[config.mk]
export PLATFORM = sky130hd
export DESIGN_NAME = blkxfer_dma
export DESIGN_NICKNAME = d
export VERILOG_FILES = /design/src/rtl/blkxfer_dma.sv
export SDC_FILE = /design/constraint.sdc
export NUM_CORES = 2
export LEC_CHECK = 0
export BUFFER_PORTS_ARGS = -buffer_cell sky130_fd_sc_hd__buf_2
export CAP_MARGIN = 40
export CORE_MARGIN = 2
export CORE_UTILIZATION = 30
export CTS_CLUSTER_SIZE = 10
export DETAILED_ROUTE_END_ITERATION = 12
export SYNTH_ARGS = -nofsm -noshare
export SYNTH_HDL_FRONTEND = slang
export SYNTH_SLANG_ARGS = --single-unit
export TNS_END_PERCENT = 1
[constraint.sdc]
create_clock -name clk -period 9.2 [get_ports clk]
set_input_delay 1.84 -clock clk [delete_from_list [all_inputs] [get_ports clk]]
set_output_delay 1.84 -clock clk [all_outputs]
set_load 0.01 [all_outputs]
[src/rtl/blkxfer_dma.sv]
module blkxfer_dma #(
  parameter int AW    = 32,
  parameter int DW    = 32,
  parameter int CNT_W = 16
) (
  input  logic            clk,
  input  logic            rst_n,
  input  logic            reg_we,
  input  logic [1:0]      reg_ch,
  input  logic [1:0]      reg_sel,
  input  logic [AW-1:0]   reg_wdata,
  output logic [63:0]     ctrl_o,
  input  logic            vblank,
  input  logic            hblank,
  input  logic [2:0]      spec_trig,
  output logic            mem_req,
  output logic            mem_we,
  output logic            mem_word,
  output logic [AW-1:0]   mem_addr,
  output logic [DW-1:0]   mem_wdata,
  input  logic            mem_ready,
  input  logic [DW-1:0]   mem_rdata,
  output logic [3:0]      irq
);
  localparam int NCH = 4;
  localparam int CW  = 16;
  localparam logic [CNT_W:0] MAX_LO = (CNT_W+1)'(1) << (CNT_W-2);
  localparam logic [CNT_W:0] MAX_HI = (CNT_W+1)'(1) << CNT_W;

  typedef enum logic [1:0] {S_IDLE, S_RD, S_WR} st_t;

  logic [AW-1:0]    src_q [NCH];
  logic [AW-1:0]    dst_q [NCH];
  logic [AW-1:0]    src_w [NCH];
  logic [AW-1:0]    dst_w [NCH];
  logic [CNT_W-1:0] cnt_q [NCH];
  logic [CNT_W:0]   cnt_w [NCH];
  logic [CW-1:0]    ctl_q [NCH];
  logic [NCH-1:0]   pend_q, irq_q, fire;
  logic [NCH-1:0]   spec_v;
  logic [1:0]       cur_q, pick;
  logic [DW-1:0]    hold_q;
  st_t              st_q;

  logic       cur_word, cur_rep, cur_ie, last;
  logic [1:0] cur_sc, cur_dc, cur_tm;
  logic [AW-1:0] a_raw;

  function automatic logic [CNT_W:0] eff_cnt(input logic [1:0] ch, input logic [CNT_W-1:0] c);
    if (c != '0) return {1'b0, c};
    return (ch == 2'd3) ? MAX_HI : MAX_LO;
  endfunction

  function automatic logic [AW-1:0] stride(input logic [1:0] mode, input logic word);
    logic [AW-1:0] sz;
    sz = word ? AW'(4) : AW'(2);
    case (mode)
      2'd1:    return -sz;
      2'd2:    return '0;
      default: return sz;
    endcase
  endfunction

  assign spec_v   = {spec_trig, 1'b0};
  assign cur_word = ctl_q[cur_q][10];
  assign cur_rep  = ctl_q[cur_q][9];
  assign cur_ie   = ctl_q[cur_q][14];
  assign cur_sc   = ctl_q[cur_q][8:7];
  assign cur_dc   = ctl_q[cur_q][6:5];
  assign cur_tm   = ctl_q[cur_q][13:12];
  assign last     = (cnt_w[cur_q] == (CNT_W+1)'(1));

  always_comb begin
    for (int i = 0; i < NCH; i++) begin
      fire[i] = ctl_q[i][15] &&
                ((vblank    && ctl_q[i][13:12] == 2'd1) ||
                 (hblank    && ctl_q[i][13:12] == 2'd2) ||
                 (spec_v[i] && ctl_q[i][13:12] == 2'd3));
    end
  end

  always_comb begin
    pick = '0;
    for (int i = NCH-1; i >= 0; i--) begin
      if (pend_q[i]) pick = 2'(i);
    end
  end

  always_ff @(posedge clk or negedge rst_n) begin
    if (!rst_n) begin
      st_q   <= S_IDLE;
      cur_q  <= '0;
      hold_q <= '0;
      pend_q <= '0;
      irq_q  <= '0;
      for (int i = 0; i < NCH; i++) begin
        src_q[i] <= '0;
        dst_q[i] <= '0;
        src_w[i] <= '0;
        dst_w[i] <= '0;
        cnt_q[i] <= '0;
        cnt_w[i] <= '0;
        ctl_q[i] <= '0;
      end
    end else begin
      irq_q  <= '0;
      pend_q <= pend_q | fire;
      case (st_q)
        S_IDLE: begin
          if (|pend_q) begin
            cur_q        <= pick;
            pend_q[pick] <= 1'b0;
            st_q         <= S_RD;
          end
        end
        S_RD: begin
          if (mem_ready) begin
            hold_q <= mem_rdata;
            st_q   <= S_WR;
          end
        end
        S_WR: begin
          if (mem_ready) begin
            src_w[cur_q] <= src_w[cur_q] + stride(cur_sc, cur_word);
            dst_w[cur_q] <= dst_w[cur_q] + stride(cur_dc, cur_word);
            cnt_w[cur_q] <= cnt_w[cur_q] - 1'b1;
            st_q         <= last ? S_IDLE : S_RD;
            if (last) begin
              irq_q[cur_q] <= cur_ie;
              if (cur_rep) begin
                cnt_w[cur_q] <= eff_cnt(cur_q, cnt_q[cur_q]);
                if (cur_dc == 2'd3) dst_w[cur_q] <= dst_q[cur_q];
                if (cur_tm == 2'd0) pend_q[cur_q] <= 1'b1;
              end else begin
                ctl_q[cur_q][15]  <= 1'b0;
                ctl_q[cur_q][4:0] <= '0;
              end
            end
          end
        end
        default: st_q <= S_IDLE;
      endcase
      if (reg_we) begin
        case (reg_sel)
          2'd0: src_q[reg_ch] <= reg_wdata & ~AW'(1);
          2'd1: dst_q[reg_ch] <= reg_wdata & ~AW'(1);
          2'd2: cnt_q[reg_ch] <= reg_wdata[CNT_W-1:0];
          default: begin
            ctl_q[reg_ch] <= reg_wdata[CW-1:0];
            if (!reg_wdata[15]) begin
              pend_q[reg_ch] <= 1'b0;
            end else if (!ctl_q[reg_ch][15]) begin
              src_w[reg_ch]  <= src_q[reg_ch];
              dst_w[reg_ch]  <= dst_q[reg_ch];
              cnt_w[reg_ch]  <= eff_cnt(reg_ch, cnt_q[reg_ch]);
              pend_q[reg_ch] <= (reg_wdata[13:12] == 2'd0);
            end
          end
        endcase
      end
    end
  end

  assign a_raw     = (st_q == S_WR) ? dst_w[cur_q] : src_w[cur_q];
  assign mem_req   = (st_q != S_IDLE);
  assign mem_we    = (st_q == S_WR);
  assign mem_word  = cur_word;
  assign mem_addr  = cur_word ? (a_raw & ~AW'(3)) : a_raw;
  assign mem_wdata = cur_word ? hold_q : DW'(hold_q[15:0]);
  assign irq       = irq_q;

  for (genvar g = 0; g < NCH; g++) begin : g_ctl
    assign ctrl_o[CW*g +: CW] = ctl_q[g];
  end
endmodule

; Yosys cells after proc, flatten, opt, wreduce, memory -nomap -nowiden
; Cells that the tools add are included.
[totals]
register_bits = 752
inputBits = 77
output_inout_bits = 135
wordCells = 275
[classes]
add_sub_neg = 4
magnitude_cmp = 10
eq_ne = 26
muxes = 149
bitwise_logic = 11
n_reduce_logical = 42
[ops]
columns = cell, count
row1 = two-way mux 128 bit, 15
row2 = bitwise mux 128 bit, 7
row3 = two-way mux 32 bit, 18
row4 = two-way mux 68 bit, 8
row5 = two-way mux 64 bit, 6
row6 = binary-select mux 32 bit (select 2 bit), 5
row7 = two-way mux 17 bit, 18
row8 = bitwise mux 68 bit, 3
row9 = bitwise mux 64 bit, 3
row10 = binary-select mux 16 bit (select 2 bit), 4
row11 = demux 32 bit (select 2 bit), 2
row12 = two-way mux 16 bit, 8
row13 = case mux 32 bit (2 select lines), 2
row14 = demux 16 bit (select 2 bit), 3
row15 = demux 17 bit (select 2 bit), 2
row16 = adder 32 bit, 2
row17 = AND 64 bit, 1
row18 = NOT 64 bit, 1
row19 = two-way mux 4 bit, 12
row20 = binary-select mux 17 bit (select 2 bit), 1
row21 = negation 3 -> 32 bit, 1
row22 = nonzero test 16 bit, 2
row23 = two-way mux 15 bit, 2
row24 = "equality test 2 bit, second input constant", 14
row25 = 29 further kinds, 102

; Logic depth before layout (Yosys ltp)
[logic_depth]
depth_word = 25
mapped_depth = 30
ltp_nobuf = 18

; Worst setup path before layout
; OpenSTA, ideal clock, no wires.
[synth_path]
path_kind = reg-to-reg
start = register cur_q[0]
end = register dst_w[115] (netlist name)
setup_time_ns = 0.073
t_arrival_ns = 6.783
required_time_ns = 9.127
path_slack_ns = 2.344
stages_incl_launch_ff = 29
path_buffers = 10
synth_period_minus_slack_ns = 6.856
path_cell_list = dfrtp_1 buf_6 buf_4 buf_4 buf_4 buf_2 buf_1 buf_1 mux4_2 inv_1 ha_1 buf_4 clkbuf_1 clkbuf_1 nor2_1 nor2_1 ha_1 inv_1 fa_1 nor2b_1 o22ai_1 or3_4 nand4_4 a31oi_4 or3_1 mux2_4 o21ai_2 nand2_1 a21oi_2
[synth_via]
elab_chain_len = 22
word_cells_on_any_way = 40
cone_classes = add/sub (2) / order compare (2) / eq/ne (4) / mux (30) / bitwise (1) / reduce/logical (1)
[synth_lines]
columns = item, line
row1 = from (decl), 41  ; logic [1:0] cur_q, pick;
row2 = from (signal assigned), 111  ; cur_q <= pick;
row3 = NOT 2 -> 3 bit (implied by the code) *, --
row4 = binary-select mux 16 bit (select 2 bit), "65, 66, 69"
row5 = two-way mux 15 bit (2 in series), --
row6 = two-way mux 3 bit, 56  ; sz = word ? AW'(4) : AW'(2);
row7 = negation 3 -> 32 bit, 58  ; 2'd1: return -sz;
row8 = case mux 32 bit (2 select lines), 57  ; case (mode)
row9 = two-way mux 32 bit, 123  ; if (mem_ready) begin
row10 = two-way mux 32 bit, 108  ; case (st_q)
row11 = (+5 left out), --
row12 = two-way mux 128 bit *, 128  ; if (last) begin
row13 = two-way mux 128 bit *, 123
row14 = two-way mux 128 bit *, 108
row15 = bitwise mux 128 bit, 154  ; dst_w[reg_ch] <= dst_q[reg_ch];
row16 = two-way mux 128 bit, 152  ; end else if (!ctl_q[reg_ch][15]) begin
row17 = two-way mux 128 bit, 150  ; if (!reg_wdata[15]) begin
row18 = two-way mux 128 bit, 144  ; case (reg_sel)
row19 = two-way mux 128 bit *, 143  ; if (reg_we) begin
row20 = "to (signal, indexed assignment)", 125  ; dst_w[cur_q] <= dst_w[cur_q] + stride(cur_dc, cur_word);
row21 = "to (signal, indexed assignment)", 132  ; if (cur_dc == 2'd3) dst_w[cur_q] <= dst_q[cur_q];
row22 = "to (signal, indexed assignment)", 154
row23 = to (decl), 35  ; logic [AW-1:0] dst_w [NCH];
; Mark *: on every way between the ends. The rest lies on a longest branch, timed or not. The select of a mux whose other input is x is not followed.
; A chain may end at the register's enable or synchronous reset.

; Worst setup path after layout
[layout_path]
start = register cur_q[0]
end = register dst_w[122] (netlist name)
; The elaborated chain is that of the path after synthesis.

==> results list <==
- Number of different library cells in the post-synthesis netlist: 83
- Data arrives at the worst endpoint at between 6 and 7 ns.
- Total placed cells including tap cells: between 5k and 6k
* CP max-delay cell: dfrtp_4
- Fraction of the mapped netlist area in simple logic gates: 0.122
* Fraction of layout cells with a size suffix above 1: 0.260
* Vias per std cell: 5.64
* Remaining global-route overflow: 0
- CTS tree: yes
- Routability-driven placement finished with a final weighted congestion of between 0.8 and 0.9.
- Die Ht: between 300 and 400 um
- The die covers about 0.14 mm^2.
- In the routed design, unresolved DRC markers number 0.
- The first routing iteration left between 3k and 4k violations.
- First-pass detailed-route iteration total: 6
- Net count after synthesis: around 4k
* Non-filler cells in the finished layout: 5768
- Total power density per cell area: approximately 370 mW/mm^2
* Number of gates resized after cts: 0
- Synth Area in Compound Gates: 0.130
- Of the total power, combinational logic draws 0.504.
- Of the total power, the clock network draws 0.198.
* Worst slew pin tran: between 0.9 and 1 ns
- Tightest slew margin relative to the limit: 0.348
* RSZ-0062 raised after global routing: no
* Delay of the slowest critical-path stage: around 0.74 ns
* Post-CTS setup-driven buffer insertion count: 0
* Setup crit start kind: register
- Initial antenna violation count: 7
- Area added between synthesis and finish: 13.7%
* Max FO, Critical Path: 90
- The number of pins with negative max-slew slack in the final report was 0.
- Number of flip-flops and latches in the synthesized netlist: between 700 and 800
* Number of top-level design ports: around 210
- Final design instance area without fill: between 0.04 and 0.05 mm^2
- The share of the Yosys chip area taken by registers is 0.458.
- Of the total synthesized cell area, the portion taken by full adders, half adders and majority gates is 0.0164.
- For this run, the total global-route usage over all layers was measured as 0.201.
- Num CTS Buffers: 90
* Status: finished clean
- The analysis attributes to net switching a power of around 7.5 mW.
- The Yosys step of the flow raised 0 warnings.
* Max-Cap Viols: 0
- Clock-pin slew was measured on the worst setup and hold paths at around 0.06 ns.
* Synth Cell Area: ~0.04 mm^2
- Synth async-reset ratio: 1.00
* Worst setup skew after layout: about 0.046 ns
* Final count of negative-setup-slack endpoints: 0
- Sinks on Clock Net: approximately 740
- The count of final hold-check violations was 0.
- The cell sitting at the root of the clock tree is a clkbuf_16.
- Wires add up to 141 mm.
- In this run the cell area measured after placement is ~0.043 mm^2.
- At the end of the flow, the number of nets in the layout was between 4k and 5k.
- Entering global routing, the biggest net connects 160 pins.
- The via count of the first global-routing pass came to 32.1k.
- The total area inside the core boundary comes to ~0.13 mm^2.
- Mapped Avg Cell Area: between 10 and 15 um^2
- For this run, the leading register cell type out of synthesis is dfrtp_1.
- By area the synthesized netlist is led by dfrtp_1, mux2_2, mux4_2.
- Gate count after technology mapping: ~3.9k
* Internal power consumption: just under 10 mW
* Wirelength per Cell: 24.4 um
- The die is 372 um wide.
- Category of the worst setup path capture point: register
- The H-tree was split into 3 levels.
* Critical setup path kind: register to register
* Xor/xnor cell area share of the yosys netlist: 0.0166
- Number of vias after detailed routing: 32.5k
- Buffers inserted to repair hold after CTS numbered 0.
- The worst-case IR drop observed on VDD is between 150 and 200 uV.
- Ratio of final minimum period to clock period: 0.616
- For this run, the top clock speed supported by timing is 176 MHz.
* Number of enable-type register cells in the synthesized netlist: 0
* First-pass GRT wire length: ~210 mm
- During placement, the flow inserted port buffers numbering around 210.
* Clock latency on the worst-skew pair: 0.72 ns
- The most common cell in the synthesized netlist is dfrtp_1.
- Initial standard-cell utilization of the core: 0.301
* Post-detailed-route count of antenna-violating nets: 0
- Commonest cells post-synth: dfrtp_1, nand2_1, mux2_2, nor2_1, a21oi_1
- For this design the static power due to leakage is 19.6 nW.
- Total power for the finished layout comes to 17.2 mW.
* Share of cell area taken by muxes after synthesis: 0.222
- Share of power burned in registers: 0.298
* Largest family of logic cells by synthesized area: multiplexers
- Endpoint required time on the critical path: 9.75 ns
* Detailed-placement wirelength estimate: approximately 90 mm
- The floorplan has approximately 140 rows.
- The routed design could run at a clock period as short as between 5 and 6 ns.
- Of the total power, the share spent switching nets is 0.434.
- In the final timing run, aggregate negative setup slack is 0 ns.
- dfrtp_1 takes more of the synthesized area than any other cell.
- Of the post-synthesis cell area, the dominant cell type holds 0.458.
* Hold Crit Class: register to register
- No sink is reached through more buffers than the 3 on the longest clock path.
* Cell breakdown of the critical path: buf_12 > mux4_2 > ha_1 > buf_4 > mux2_2 > ha_1 > a21oi_1 > o21a_1 > o21ai_0 > buf_4 > a211o_1 > a211oi_2 > o31ai_1 > xnor2_1 > nor2_1 > a211oi_1 > nor3_1
cell families (layout without fill, tap and decap cells):
kind of cell | Yosys count | after routing
adder cells (fa/ha/maj) | 52 | 52
buffers and inverters | 333 | 447
multiplexers | 622 | 622
XOR/XNOR | 77 | 77
flip-flops | 744 | 744
AO/OA/AOI/OAI | 883 | 883
AND/OR/NAND/NOR | 1159 | 1159
other | 0 | 3
critical path: cells and delay by family (launching register included):
kind            cells  cell delay (ns)
compound gates      7             1.45
buf+inv             3             1.09
mux                 2             1.05
flops               1             0.74
fa+ha+maj           2             0.52
xor+xnor            1             0.34
simple gates        2             0.28
through the flow:
step	hold WS [ns]	utilization	worst slack (ns)
floorplan	0.448	-	2.34
global placement	0.461	0.321	3.35
detailed placement	0.470	0.322	3.56
CTS	0.483	0.342	3.54
global route	0.500	0.342	3.10
finish	0.483	0.342	3.53
metal layers:
metal	part of all wire	GRT usage	up-vias	routed length, um
met3	0.088	0.0418	225	12400
met2	0.46	0.314	1514	64300
met5	0	0	-	0
li1	-	-	14116	-
met4	0.029	0.0692	0	4110
met1	0.43	0.275	16658	59800
layout by cell type, fill, tap and decap left out, types with 90 or more instances in the layout:
cell	n
a21oi_1	305
a31oi_1	106
buf_2	208
clkbuf_16	90
dfrtp_1	742
mux2_2	394
mux4_2	179
nand2_1	516
nor2_1	355
o21ai_0	208
flip-flops by register name, summed over array words and instances, names as in the netlist:
name,cells
cnt_w,68
src_w,128
pend_q,4
ctrl_o,64
src_q,124
dst_w,128
cur_q,2
irq,4
dst_q,124
st_q,2
hold_q,32
cnt_q,64
power by group through the flow:
stage	Combinational [mW]	Clock, mW	Sequential [mW]
5_1_grt	9.44	3.58	5.26
4_1_cts	8.59	3.47	5.11
3_3_place_gp	8.46	0	5.12
6_report	8.67	3.42	5.13
2_1_floorplan	6.18	0	4.87
3_5_place_dp	8.54	0	5.16
cell type report:
type	instances	area (um^2)
clock buffers	115	2450
well taps	1781	2230
repair buffers	286	1750
multi-input cells	2793	20700
flip-flops and latches	744	18600
clock inverters	16	289
fillers	13366	88800
inverters	30	113
diodes	3	7.51
worst paths after layout:
| kind | from | to | slack (ns) | cells past startpoint |
|---|---|---|---|---|
| worst max register to register | cur_q[0] | dst_w[122] | 3.53 | 17 |
| worst min-delay path | src_w[0] | src_w[0] | 0.48 | 1 |
| worst max-delay path | cur_q[0] | dst_w[122] | 3.53 | 17 |
| min in group asynchronous | rst_n | hold_q[11] | 1.08 | 1 |
| worst min register to register | src_w[0] | src_w[0] | 0.48 | 1 |
| max in group asynchronous | rst_n | dst_q[27] | 6.03 | 3 |
(Power assumes the default switching activity.)
